--- src/rtl/osc_rst_pkg.sv ---
package osc_rst_pkg;
    localparam int DW     = 24;
    localparam int AW     = 2;
    localparam int RV_BIT = 6;
    localparam int RS_BIT = 7;

    localparam logic [DW-1:0] CFG_DEF  = 24'h000040;
    localparam logic [DW-1:0] OFS_DEF  = 24'h000000;
    localparam logic [DW-1:0] GAIN_DEF = 24'h400000;
    localparam logic [DW-1:0] CHAN_DEF = 24'h000000;

    localparam logic [DW-1:0] RV_MASK = DW'(1) << RV_BIT;
    localparam logic [DW-1:0] RS_MASK = DW'(1) << RS_BIT;

    typedef enum logic [AW-1:0] {
        SEL_CFG  = 2'd0,
        SEL_OFS  = 2'd1,
        SEL_GAIN = 2'd2,
        SEL_CHAN = 2'd3
    } reg_sel_e;

    typedef enum logic [1:0] {
        ST_HOLD   = 2'd0,
        ST_SETTLE = 2'd1,
        ST_SWRST  = 2'd2,
        ST_CMD    = 2'd3
    } rst_state_e;
endpackage

--- src/rtl/osc_rst_sync.sv ---
module osc_rst_sync #(
    parameter int STAGES = 2
) (
    input  logic clk,
    input  logic rst_n,
    input  logic din,
    output logic dout
);
    typedef struct packed {
        logic [STAGES-1:0] sh;
    } sync_t;

    sync_t s_d, s_q;

    generate
        if (STAGES == 1) begin : g_one
            always_comb s_d.sh = din;
        end else begin : g_many
            always_comb s_d.sh = {s_q.sh[STAGES-2:0], din};
        end
    endgenerate

    always_ff @(posedge clk or negedge rst_n) begin
        if (!rst_n) s_q <= '0;
        else        s_q <= s_d;
    end

    assign dout = s_q.sh[STAGES-1];
endmodule

--- src/rtl/osc_rst_timer.sv ---
module osc_rst_timer #(
    parameter int TERM_CNT = 2006,
    parameter int CNT_W    = 11
) (
    input  logic clk,
    input  logic rst_n,
    input  logic en,
    output logic done
);
    localparam logic [CNT_W-1:0] TERM = CNT_W'(TERM_CNT);
    localparam logic [CNT_W-1:0] ONE  = CNT_W'(1);

    typedef struct packed {
        logic [CNT_W-1:0] cnt;
    } tmr_t;

    tmr_t t_d, t_q;

    always_comb begin
        t_d = t_q;
        if (!en)                 t_d.cnt = ONE;
        else if (t_q.cnt != TERM) t_d.cnt = t_q.cnt + ONE;
    end

    always_ff @(posedge clk or negedge rst_n) begin
        if (!rst_n) t_q.cnt <= ONE;
        else        t_q <= t_d;
    end

    assign done = en && (t_q.cnt == TERM);

    p_no_overflow_r2: assert property (@(posedge clk) disable iff (!rst_n)
        t_q.cnt <= TERM);
    p_count_step_r2: assert property (@(posedge clk) disable iff (!rst_n)
        (en && !done) |=> (t_q.cnt == $past(t_q.cnt) + ONE));
endmodule

--- src/rtl/osc_rst_regs.sv ---
module osc_rst_regs
    import osc_rst_pkg::*;
(
    input  logic          clk,
    input  logic          rst_n,
    input  logic          por_load,
    input  logic          sw_load,
    input  logic          rs_clr,
    input  logic          wr_ok,
    input  logic          rd_en,
    input  logic [AW-1:0] addr,
    input  logic [DW-1:0] wr_data,
    output logic [DW-1:0] rd_data
);
    typedef struct packed {
        logic [DW-1:0] cfg;
        logic [DW-1:0] ofs;
        logic [DW-1:0] gain;
        logic [DW-1:0] chan;
        logic [DW-1:0] rd;
    } bank_t;

    bank_t b_d, b_q;
    reg_sel_e sel;

    assign sel = reg_sel_e'(addr);

    always_comb begin
        b_d = b_q;
        if (rs_clr) begin
            b_d.cfg = b_q.cfg & ~RS_MASK;
        end else if (wr_ok) begin
            unique case (sel)
                SEL_CFG:  b_d.cfg  = (wr_data & ~(RV_MASK | RS_MASK)) | (b_q.cfg & RV_MASK);
                SEL_OFS:  b_d.ofs  = wr_data;
                SEL_GAIN: b_d.gain = wr_data;
                SEL_CHAN: b_d.chan = wr_data;
                default:  b_d.cfg  = b_q.cfg;
            endcase
        end
        if (rd_en) begin
            unique case (sel)
                SEL_CFG:  b_d.rd = b_q.cfg;
                SEL_OFS:  b_d.rd = b_q.ofs;
                SEL_GAIN: b_d.rd = b_q.gain;
                SEL_CHAN: b_d.rd = b_q.chan;
                default:  b_d.rd = b_q.rd;
            endcase
            if (sel == SEL_CFG && !por_load) b_d.cfg = b_d.cfg & ~RV_MASK;
        end
        if (por_load || sw_load) begin
            b_d.cfg  = sw_load ? (CFG_DEF | RS_MASK) : CFG_DEF;
            b_d.ofs  = OFS_DEF;
            b_d.gain = GAIN_DEF;
            b_d.chan = CHAN_DEF;
        end
    end

    always_ff @(posedge clk or negedge rst_n) begin
        if (!rst_n) begin
            b_q.cfg  <= CFG_DEF;
            b_q.ofs  <= OFS_DEF;
            b_q.gain <= GAIN_DEF;
            b_q.chan <= CHAN_DEF;
            b_q.rd   <= '0;
        end else begin
            b_q <= b_d;
        end
    end

    assign rd_data = b_q.rd;

    p_rv_hold_r4: assert property (@(posedge clk) disable iff (!rst_n)
        por_load |=> b_q.cfg[RV_BIT]);
    p_rv_read_clear_r5: assert property (@(posedge clk) disable iff (!rst_n)
        (rd_en && sel == SEL_CFG && !por_load && !sw_load) |=> !b_q.cfg[RV_BIT]);
    p_sw_defaults_r7: assert property (@(posedge clk) disable iff (!rst_n)
        sw_load |=> (b_q.cfg == (CFG_DEF | RS_MASK)) && (b_q.gain == GAIN_DEF)
                    && (b_q.ofs == OFS_DEF) && (b_q.chan == CHAN_DEF));
    p_ignore_busy_r8: assert property (@(posedge clk) disable iff (!rst_n)
        (!wr_ok && !sw_load && !por_load) |=> $stable(b_q.ofs) && $stable(b_q.gain)
                                              && $stable(b_q.chan));
    p_rs_clear_r9: assert property (@(posedge clk) disable iff (!rst_n)
        rs_clr |=> !b_q.cfg[RS_BIT]);
endmodule

--- src/rtl/osc_rst_ctrl.sv ---
module osc_rst_ctrl
    import osc_rst_pkg::*;
#(
    parameter int TERM_CNT    = 2006,
    parameter int CNT_W       = 11,
    parameter int SYNC_STAGES = 2
) (
    input  logic          clk,
    input  logic          por_n,
    input  logic          osc_started,
    input  logic          wr_en,
    input  logic          rd_en,
    input  logic [AW-1:0] addr,
    input  logic [DW-1:0] wr_data,
    output logic [DW-1:0] rd_data,
    output logic          busy,
    output logic          port_rst,
    output logic          cmd_mode
);
    typedef struct packed {
        rst_state_e st;
    } ctl_t;

    ctl_t c_d, c_q;
    logic osc_ok;
    logic settle_done;
    logic cfg_wr;
    logic sw_req;
    logic rs_clr;
    logic wr_ok;
    logic por_load;

    osc_rst_sync #(.STAGES(SYNC_STAGES)) u_sync (
        .clk   (clk),
        .rst_n (por_n),
        .din   (osc_started),
        .dout  (osc_ok)
    );

    osc_rst_timer #(.TERM_CNT(TERM_CNT), .CNT_W(CNT_W)) u_timer (
        .clk   (clk),
        .rst_n (por_n),
        .en    (c_q.st == ST_SETTLE),
        .done  (settle_done)
    );

    assign cfg_wr   = wr_en && (reg_sel_e'(addr) == SEL_CFG);
    assign sw_req   = (c_q.st == ST_CMD) && cfg_wr && wr_data[RS_BIT];
    assign rs_clr   = (c_q.st == ST_SWRST) && cfg_wr && !wr_data[RS_BIT];
    assign wr_ok    = (c_q.st == ST_CMD) && wr_en && !sw_req;
    assign por_load = (c_q.st == ST_HOLD) || (c_q.st == ST_SETTLE);

    always_comb begin
        c_d = c_q;
        unique case (c_q.st)
            ST_HOLD:   if (osc_ok)      c_d.st = ST_SETTLE;
            ST_SETTLE: if (settle_done) c_d.st = ST_CMD;
            ST_CMD:    if (sw_req)      c_d.st = ST_SWRST;
            ST_SWRST:  if (rs_clr)      c_d.st = ST_CMD;
            default:                    c_d.st = ST_HOLD;
        endcase
    end

    always_ff @(posedge clk or negedge por_n) begin
        if (!por_n) c_q.st <= ST_HOLD;
        else        c_q <= c_d;
    end

    osc_rst_regs u_regs (
        .clk      (clk),
        .rst_n    (por_n),
        .por_load (por_load),
        .sw_load  (sw_req),
        .rs_clr   (rs_clr),
        .wr_ok    (wr_ok),
        .rd_en    (rd_en),
        .addr     (addr),
        .wr_data  (wr_data),
        .rd_data  (rd_data)
    );

    assign busy     = (c_q.st != ST_CMD);
    assign port_rst = por_load;
    assign cmd_mode = (c_q.st == ST_CMD);

    p_hold_busy_r1: assert property (@(posedge clk) disable iff (!por_n)
        port_rst |-> (busy && !cmd_mode));
    p_settle_end_r2: assert property (@(posedge clk) disable iff (!por_n)
        $fell(port_rst) |-> cmd_mode);
    p_swreq_no_settle_r7: assert property (@(posedge clk) disable iff (!por_n)
        (cmd_mode && wr_en && addr == SEL_CFG && wr_data[RS_BIT]) |=> (busy && !port_rst));
    p_rs_exit_r9: assert property (@(posedge clk) disable iff (!por_n)
        (busy && !port_rst && wr_en && addr == SEL_CFG && !wr_data[RS_BIT]) |=> cmd_mode);
endmodule

--- config.mk ---
export PLATFORM = sky130hd
export DESIGN_NAME = osc_rst_ctrl
export DESIGN_NICKNAME = d
export VERILOG_FILES = /design/src/rtl/osc_rst_pkg.sv /design/src/rtl/osc_rst_sync.sv /design/src/rtl/osc_rst_timer.sv /design/src/rtl/osc_rst_regs.sv /design/src/rtl/osc_rst_ctrl.sv
export SDC_FILE = /design/constraint.sdc
export NUM_CORES = 1
export LEC_CHECK = 0
export BUFFER_PORTS_ARGS = -buffer_cell sky130_fd_sc_hd__buf_2
export CAP_MARGIN = 20
export CORE_ASPECT_RATIO = 0.6
export CORE_UTILIZATION = 35
export DETAILED_ROUTE_END_ITERATION = 7
export PLACE_DENSITY_LB_ADDON = 0.1
export SLEW_MARGIN = 20
export SYNTH_ARGS = -nofsm -noshare
export SYNTH_HDL_FRONTEND = slang
export SYNTH_SLANG_ARGS = --single-unit
--- constraint.sdc ---
create_clock -name clk -period 1.8 [get_ports clk]
set_clock_uncertainty 0.05 [all_clocks]
set_input_delay 0.09 -clock clk [delete_from_list [all_inputs] [get_ports clk]]
set_output_delay 0.09 -clock clk [all_outputs]
set_load 0.01 [all_outputs]
==> impl_metrics.env, run 1 <==
export IMPL_outcome="complete, but fails checks"
export IMPL_violations="design-rule violations"
export IMPL_synth_avg_cell_area_um2=13.8
export IMPL_gp_congestion=0.754
export IMPL_finalHoldViolations=0
export IMPL_synth_seq_area_share_pct=51.0
export IMPL_instances_no_fill=788
export IMPL_netlist_area_um2=6640
export IMPL_antenna_left=0
export IMPL_cts_tree="done"
export IMPL_synth_edff_count=0
export IMPL_initial_core_util_pct=36.3
export IMPL_holdWs_ps=127
export IMPL_vias_per_cell=5.08
export IMPL_yosysTopAreaCellShare_pct=49.8
export IMPL_place_inst=753
export IMPL_tightestPinTransition_ps=507
export IMPL_grt_start_max_net_pins=52
export IMPL_max_vdd_ir_drop_mv=0.646
export IMPL_fin_crit_sh_pct=95.2
export IMPL_crit_path_max_fanout=21
export IMPL_drt_total_wl_um=15400
export IMPL_layout_common_cells="131 x dfrtp_1, 104 x mux2_2, 56 x buf_2, 31 x nand2_1, 27 x a21oi_1"
export IMPL_fp_dieH_um=109
export IMPL_ys_flop_type="dfrtp_1"
export IMPL_antenna_found_initial=0
export IMPL_drive_above_1_share_pct=48.7
export IMPL_overflow=0
export IMPL_path_class="reg -> out"
export IMPL_syn_to_final_growth_pct=17.2
export IMPL_worstHoldPathCells=3
export IMPL_num_antenna_cells=0
export IMPL_num_io_pins=58
export IMPL_cp_end_kind="output port"
export IMPL_synthTopCellsByArea="dfrtp_1 50%, mux2_2 18%, mux4_2 5.8%"
export IMPL_hold_class="in -> reg"
export IMPL_grt_pass1_wl_um=25200
export IMPL_worstRegToRegCells=4
export IMPL_vias=4002
export IMPL_synthesis_nets=514
export IMPL_first_global_vias=4267
export IMPL_startpoint_type="register"
export IMPL_fillers=1683
export IMPL_nets=568
export IMPL_rows=38
export IMPL_rsz0062_at_grt="no"
export IMPL_fin_crit_ps=1710
export IMPL_maxSlewViolCount=0
export IMPL_maxCapViolations=0
export IMPL_die_area_um2=19500
export IMPL_grt_usage_pct=17.3
export IMPL_p_per_area_nw_per_um2=910
export IMPL_place_hpwl_um=10100
export IMPL_wire_per_inst_um=19.5
export IMPL_tns_ps=0
export IMPL_clock_sinks=135
export IMPL_setup_viol=0
export IMPL_numCtsBuffers=17
export IMPL_worstPathRequired_ps=1660
export IMPL_clockBufferDepth=2
export IMPL_p_leak_nw=3.82
export IMPL_h_tree_depth=4
export IMPL_max_freq_ghz=0.584
export IMPL_cts_root_buf="clkbuf_16"
export IMPL_yosysTopAreaCell="dfrtp_1"
export IMPL_maxSlewHeadroom_pct=66.2
export IMPL_first_pass_iters=6
export IMPL_drt_first_iter_violations=176
export IMPL_synthArstFlopShare_pct=100
export IMPL_clk_pin_slew_worst_paths_ps=60
export IMPL_cts_setup_buffers=0
export IMPL_postLayoutCoreUtil_pct=42.5
export IMPL_portBuffers=57
export IMPL_power_mw=7.08
export IMPL_clkLatencyLatePin_ps=410
export IMPL_ys_types=52
export IMPL_drcViolationCount=4
export IMPL_final_common_cell="dfrtp_1"
export IMPL_ys_ff_latch=135
export IMPL_multi_input_area_um2=2850
export IMPL_fp_dieW_um=180
export IMPL_cp_arrival_ps=1570
export IMPL_regArea_um2=3380
export IMPL_ys_warn_count=0
export IMPL_core_area_um2=18300
export IMPL_synthCells=481
-- Yosys cell counts (3+ instances only) --
cell type  count
a21oi_1       27
and2_1        25
buf_1          3
buf_2         11
buf_4         28
buf_6          7
clkbuf_1       4
dfrtp_1      132
dfstp_2        3
inv_1          4
mux2_2       104
mux2_4        13
mux4_1         7
mux4_2        17
nand2_1       31
nand3_1        7
nand3b_1       3
nor2_1         3
nor3_1         3
o31ai_1        4
or4_1          6
-- path summary, 6_finish.rpt --
kind                                 from               to  slack [ps]
max in group asynchronous           por_n   u_regs.b_q[62]         840
min                                 wr_en           c_q[0]         130
max                                c_q[1]         port_rst          90
min reg2reg                 u_sync.s_q[0]    u_sync.s_q[1]         300
min in group asynchronous           por_n   u_timer.t_q[3]         140
max reg2reg                u_timer.t_q[0]  u_timer.t_q[10]         110
-- final cells by class --
type / count / share of cell area (%)
inverters: 4 / 0.193
clock buffers: 19 / 5.69
well taps: 240 / 3.86
repair buffers: 90 / 8.63
multi-input cells: 287 / 36.6
flip-flops and latches: 135 / 43.5
clock inverters: 13 / 1.58
-- sequential cells by signal (all words and copies together) (netlist names) --
signal and cells:
u_regs.b_q 96, u_regs.rd_data 24, u_timer.t_q 11, c_q 2, u_sync.s_q 2
-- what timing repair did --
| item | CTS | global route |
|---|---|---|
| hold endpoints to repair | 68 | 0 |
| resized for setup | 0 | 0 |
| hold buffers | 3 | 0 |
| setup endpoints to repair | 0 | 0 |
-- kinds of logic (layout without fill, tap and decap cells) --
logic type / after synthesis / in the layout / share of synthesized area, %
muxes: 144 / 144 / 29.6
DFF: 135 / 135 / 51.0
and+or+nand+nor: 95 / 95 / 8.07
buffers and inverters: 59 / 126 / 6.41
AOI/OAI and AO/OA: 44 / 44 / 4.32
adders and majority gates: 2 / 2 / 0.377
xor gates and xnor gates: 2 / 2 / 0.264
-- metrics by stage --
step	setup slack [ps]	area, um2
2_1_floorplan	253	6640
3_3_place_gp	148	7190
3_5_place_dp	111	7190
4_1_cts	71.6	7780
5_1_grt	13.1	7780
6_report	86.7	7780
-- layer usage --
layer	track usage [%]	vias to the layer above	routed length [um]
li1	-	1830	-
met1	24.8	2107	7930
met2	26.6	51	6920
met3	3.21	14	361
met4	5.36	0	172
met5	0	-	0
-- worst max-delay path, stage by stage (launching register included) --
cell and delay (ps):
dfrtp_2 580, buf_12 210, inv_1 60, buf_4 160, buf_2 140
-- power by group --
part	leakage, nW	internal, mW	switching (mW)
Clock	0.266	1.95	1.40
Sequential	1.85	3.11	0.100
Combinational	1.70	0.218	0.300
Total	3.82	5.28	1.80
No activity file was read; power rests on OpenSTA's default activity.
==> run 2: changes to the inputs <==
ABC_AREA = 1   (was default)
==> impl_metrics.env, run 2 <==
export IMPL_outcome="finished, final reports clean"
export IMPL_crit_path_max_fanout=51
export IMPL_tightestPinTransition_ps=580
export IMPL_maxSlewHeadroom_pct=61.3
export IMPL_maxSlewViolCount=0
export IMPL_overflow=0
export IMPL_fillers=1824
export IMPL_first_global_vias=5508
export IMPL_clk_pin_slew_worst_paths_ps=60
export IMPL_clock_sinks=135
export IMPL_top_register="u_regs.b_q"
export IMPL_ys_flop_type="dfrtp_1"
export IMPL_fin_crit_sh_pct=91.4
export IMPL_regArea_um2=3380
export IMPL_cts_root_buf="clkbuf_16"
export IMPL_max_vdd_ir_drop_mv=0.666
export IMPL_r2r_end="u_regs.b_q[105]"
export IMPL_gp_congestion=0.752
export IMPL_yosysTopAreaCell="dfrtp_1"
export IMPL_tns_ps=0
export IMPL_synthArstFlopShare_pct=100
export IMPL_synth_simple_area_share_pct=27.9
export IMPL_clkLatencyLatePin_ps=420
export IMPL_instances_no_fill=1090
export IMPL_yosysTopAreaCellShare_pct=49.3
export IMPL_layout_common_cells="288 x nand2_1, 132 x dfrtp_1, 90 x nand4_1, 73 x o211ai_1, 56 x buf_2"
export IMPL_startpoint_type="register"
export IMPL_path_class="reg -> reg"
export IMPL_portBuffers=57
export IMPL_antenna_left=0
export IMPL_p_per_area_nw_per_um2=895
export IMPL_wire_per_inst_um=17.2
export IMPL_initial_core_util_pct=36.4
export IMPL_fp_dieH_um=109
export IMPL_synth_fa_ha_area_share_pct=0.374
export IMPL_fp_dieW_um=181
export IMPL_synthCells=799
export IMPL_synth_seq_area_share_pct=50.5
export IMPL_postLayoutCoreUtil_pct=43.2
export IMPL_synthesis_nets=832
export IMPL_netlist_area_um2=6690
export IMPL_grt_usage_pct=19.5
export IMPL_place_inst=1031
export IMPL_ys_ff_latch=135
export IMPL_clockBufferDepth=2
export IMPL_cp_top_family="buffers and inverters"
export IMPL_crit_chain="inv_1, nor2_4, buf_6, nand2_1, o21ai_1"
export IMPL_slowest_delay_ps=490
export IMPL_num_io_pins=58
export IMPL_fin_crit_ps=1650
export IMPL_synthTopCellsByCount="288 x nand2_1, 132 x dfrtp_1, 90 x nand4_1"
export IMPL_num_antenna_cells=0
export IMPL_die_area_um2=19700
export IMPL_numCtsBuffers=17
export IMPL_ys_types=27
export IMPL_r2r_start="c_q[1]"
export IMPL_hold_class="in -> reg"
export IMPL_synth_edff_count=0
export IMPL_cts_setup_buffers=0
export IMPL_synth_avg_cell_area_um2=8.38
export IMPL_drive_above_1_share_pct=15.4
export IMPL_first_pass_iters=5
export IMPL_vias=5828
export IMPL_drt_total_wl_um=18700
export IMPL_nets=870
export IMPL_cts_tree="done"
export IMPL_core_area_um2=18400
export IMPL_slowest_stage="dfrtp_1"
export IMPL_rows=38
export IMPL_worstPathRequired_ps=2100
export IMPL_grt_start_max_net_pins=104
export IMPL_synthTopCellsByArea="dfrtp_1 49%, nand2_1 16%, nand4_1 8.4%"
export IMPL_synth_top_family_by_area="simple AND/OR/NAND/NOR gates"
export IMPL_min_to="c_q[0]"
export IMPL_antenna_found_initial=0
export IMPL_multi_input_area_um2=2710
export IMPL_ys_warn_count=0
export IMPL_reg2reg_slack_ps=150
export IMPL_maxCapViolations=0
export IMPL_rsz0062_at_grt="no"
export IMPL_place_hpwl_um=10900
export IMPL_synthMuxAreaShare_pct=0
export IMPL_yosysMostFrequentCell="nand2_1"
export IMPL_cp_end_kind="register"
export IMPL_drcViolationCount=0
export IMPL_syn_to_final_growth_pct=18.8
export IMPL_worstRegToRegCells=5
export IMPL_cp_arrival_ps=1940
export IMPL_drt_first_iter_violations=431
export IMPL_vias_per_cell=5.35
export IMPL_p_leak_nw=3.98
export IMPL_setup_viol=0
export IMPL_h_tree_depth=4
export IMPL_hold_start="wr_en"
export IMPL_grt_pass1_wl_um=29700
export IMPL_synth_compound_area_share_pct=12.0
export IMPL_finalHoldViolations=0
export IMPL_yosys_area_share_xor_xnor_pct=0.262
export IMPL_largest_register_ffs=96
export IMPL_worstHoldPathCells=5
export IMPL_max_freq_ghz=0.608
export IMPL_path_buf_inv=2
export IMPL_final_common_cell="nand2_1"
[run 2: cell types whose count changed in the layout (fill, tap and decap cells not counted), moves of 19 or more]
cell           delta
and2_1           -25
dlygate4sd3_1    +23
inv_1            +19
mux2_2          -104
nand2_1         +257
nand4_1          +88
o211ai_1         +72
o21ai_0          +28
[run 2: worst min-delay path, stage by stage]
cell and delay, ps:
buf_2 110, inv_1 70, nor2_1 40, nand3_1 90
a211oi_1 70
[run 2: power breakdown]
group / internal [mW] / leakage [nW] / total [mW] / switching, mW
logic: 0.126 / 1.84 / 0.413 / 0.287
registers: 3.05 / 1.85 / 3.06 / 0.00923
clock network: 2.23 / 0.301 / 3.64 / 1.41
[run 2: how the worst max path moves through the flow]
stage	cells after the start	start	to	slack [ps]
finish	5	c_q[1]	u_regs.b_q[105]	150
global route	5	c_q[1]	u_regs.b_q[91]	50
CTS	6	c_q[1]	u_regs.b_q[107]	170
detailed placement	6	c_q[1]	u_regs.b_q[107]	190
global placement	6	u_timer.t_q[0]	u_timer.t_q[10]	240
floorplan	6	u_timer.t_q[0]	u_timer.t_q[10]	360
[run 2: logic make-up after synthesis]
kind of cell    after synthesis
fa+ha+maj                     2
flops                       135
xor+xnor                      2
buf+inv                     117
simple gates                421
compound gates              122
[run 2: per-stage QoR]
stage               hold WS (ps)  worst slack (ps)  power (mW)  cell area (um2)
detailed placement          27.0               190        3.49             7060
CTS                         33.6               169        7.19             7930
finish                      45.0               154        7.11             7950
global placement            25.6               236        3.49             7060
floorplan                   -256               359        3.26             6690
global route                73.3              47.6        7.35             7950
[run 2: repair_timing]
action,4_1_cts,5_1_grt
hold endpoints to repair,148,0
hold buffers,26,0
resized for setup,0,2
setup endpoints to repair,0,1
[run 2: cell type report]
| class | instances | area share (%) |
|---|---|---|
| inverters | 28 | 1.32 |
| multi-input cells | 547 | 34.1 |
| repair buffers | 108 | 10.5 |
| well taps | 240 | 3.78 |
| flip-flops and latches | 135 | 42.5 |
| clock inverters | 14 | 2.19 |
| clock buffers | 18 | 5.52 |
[run 2: metal layers]
metal	up-vias	global-route usage (%)	routed length (um)	share of wire, %
li1	2799	-	-	-
met3	24	3.61	864	4.6
met2	156	30.1	8290	44
met1	2849	27.3	9280	50
met5	-	0	0	0
met4	0	7.20	261	1.4
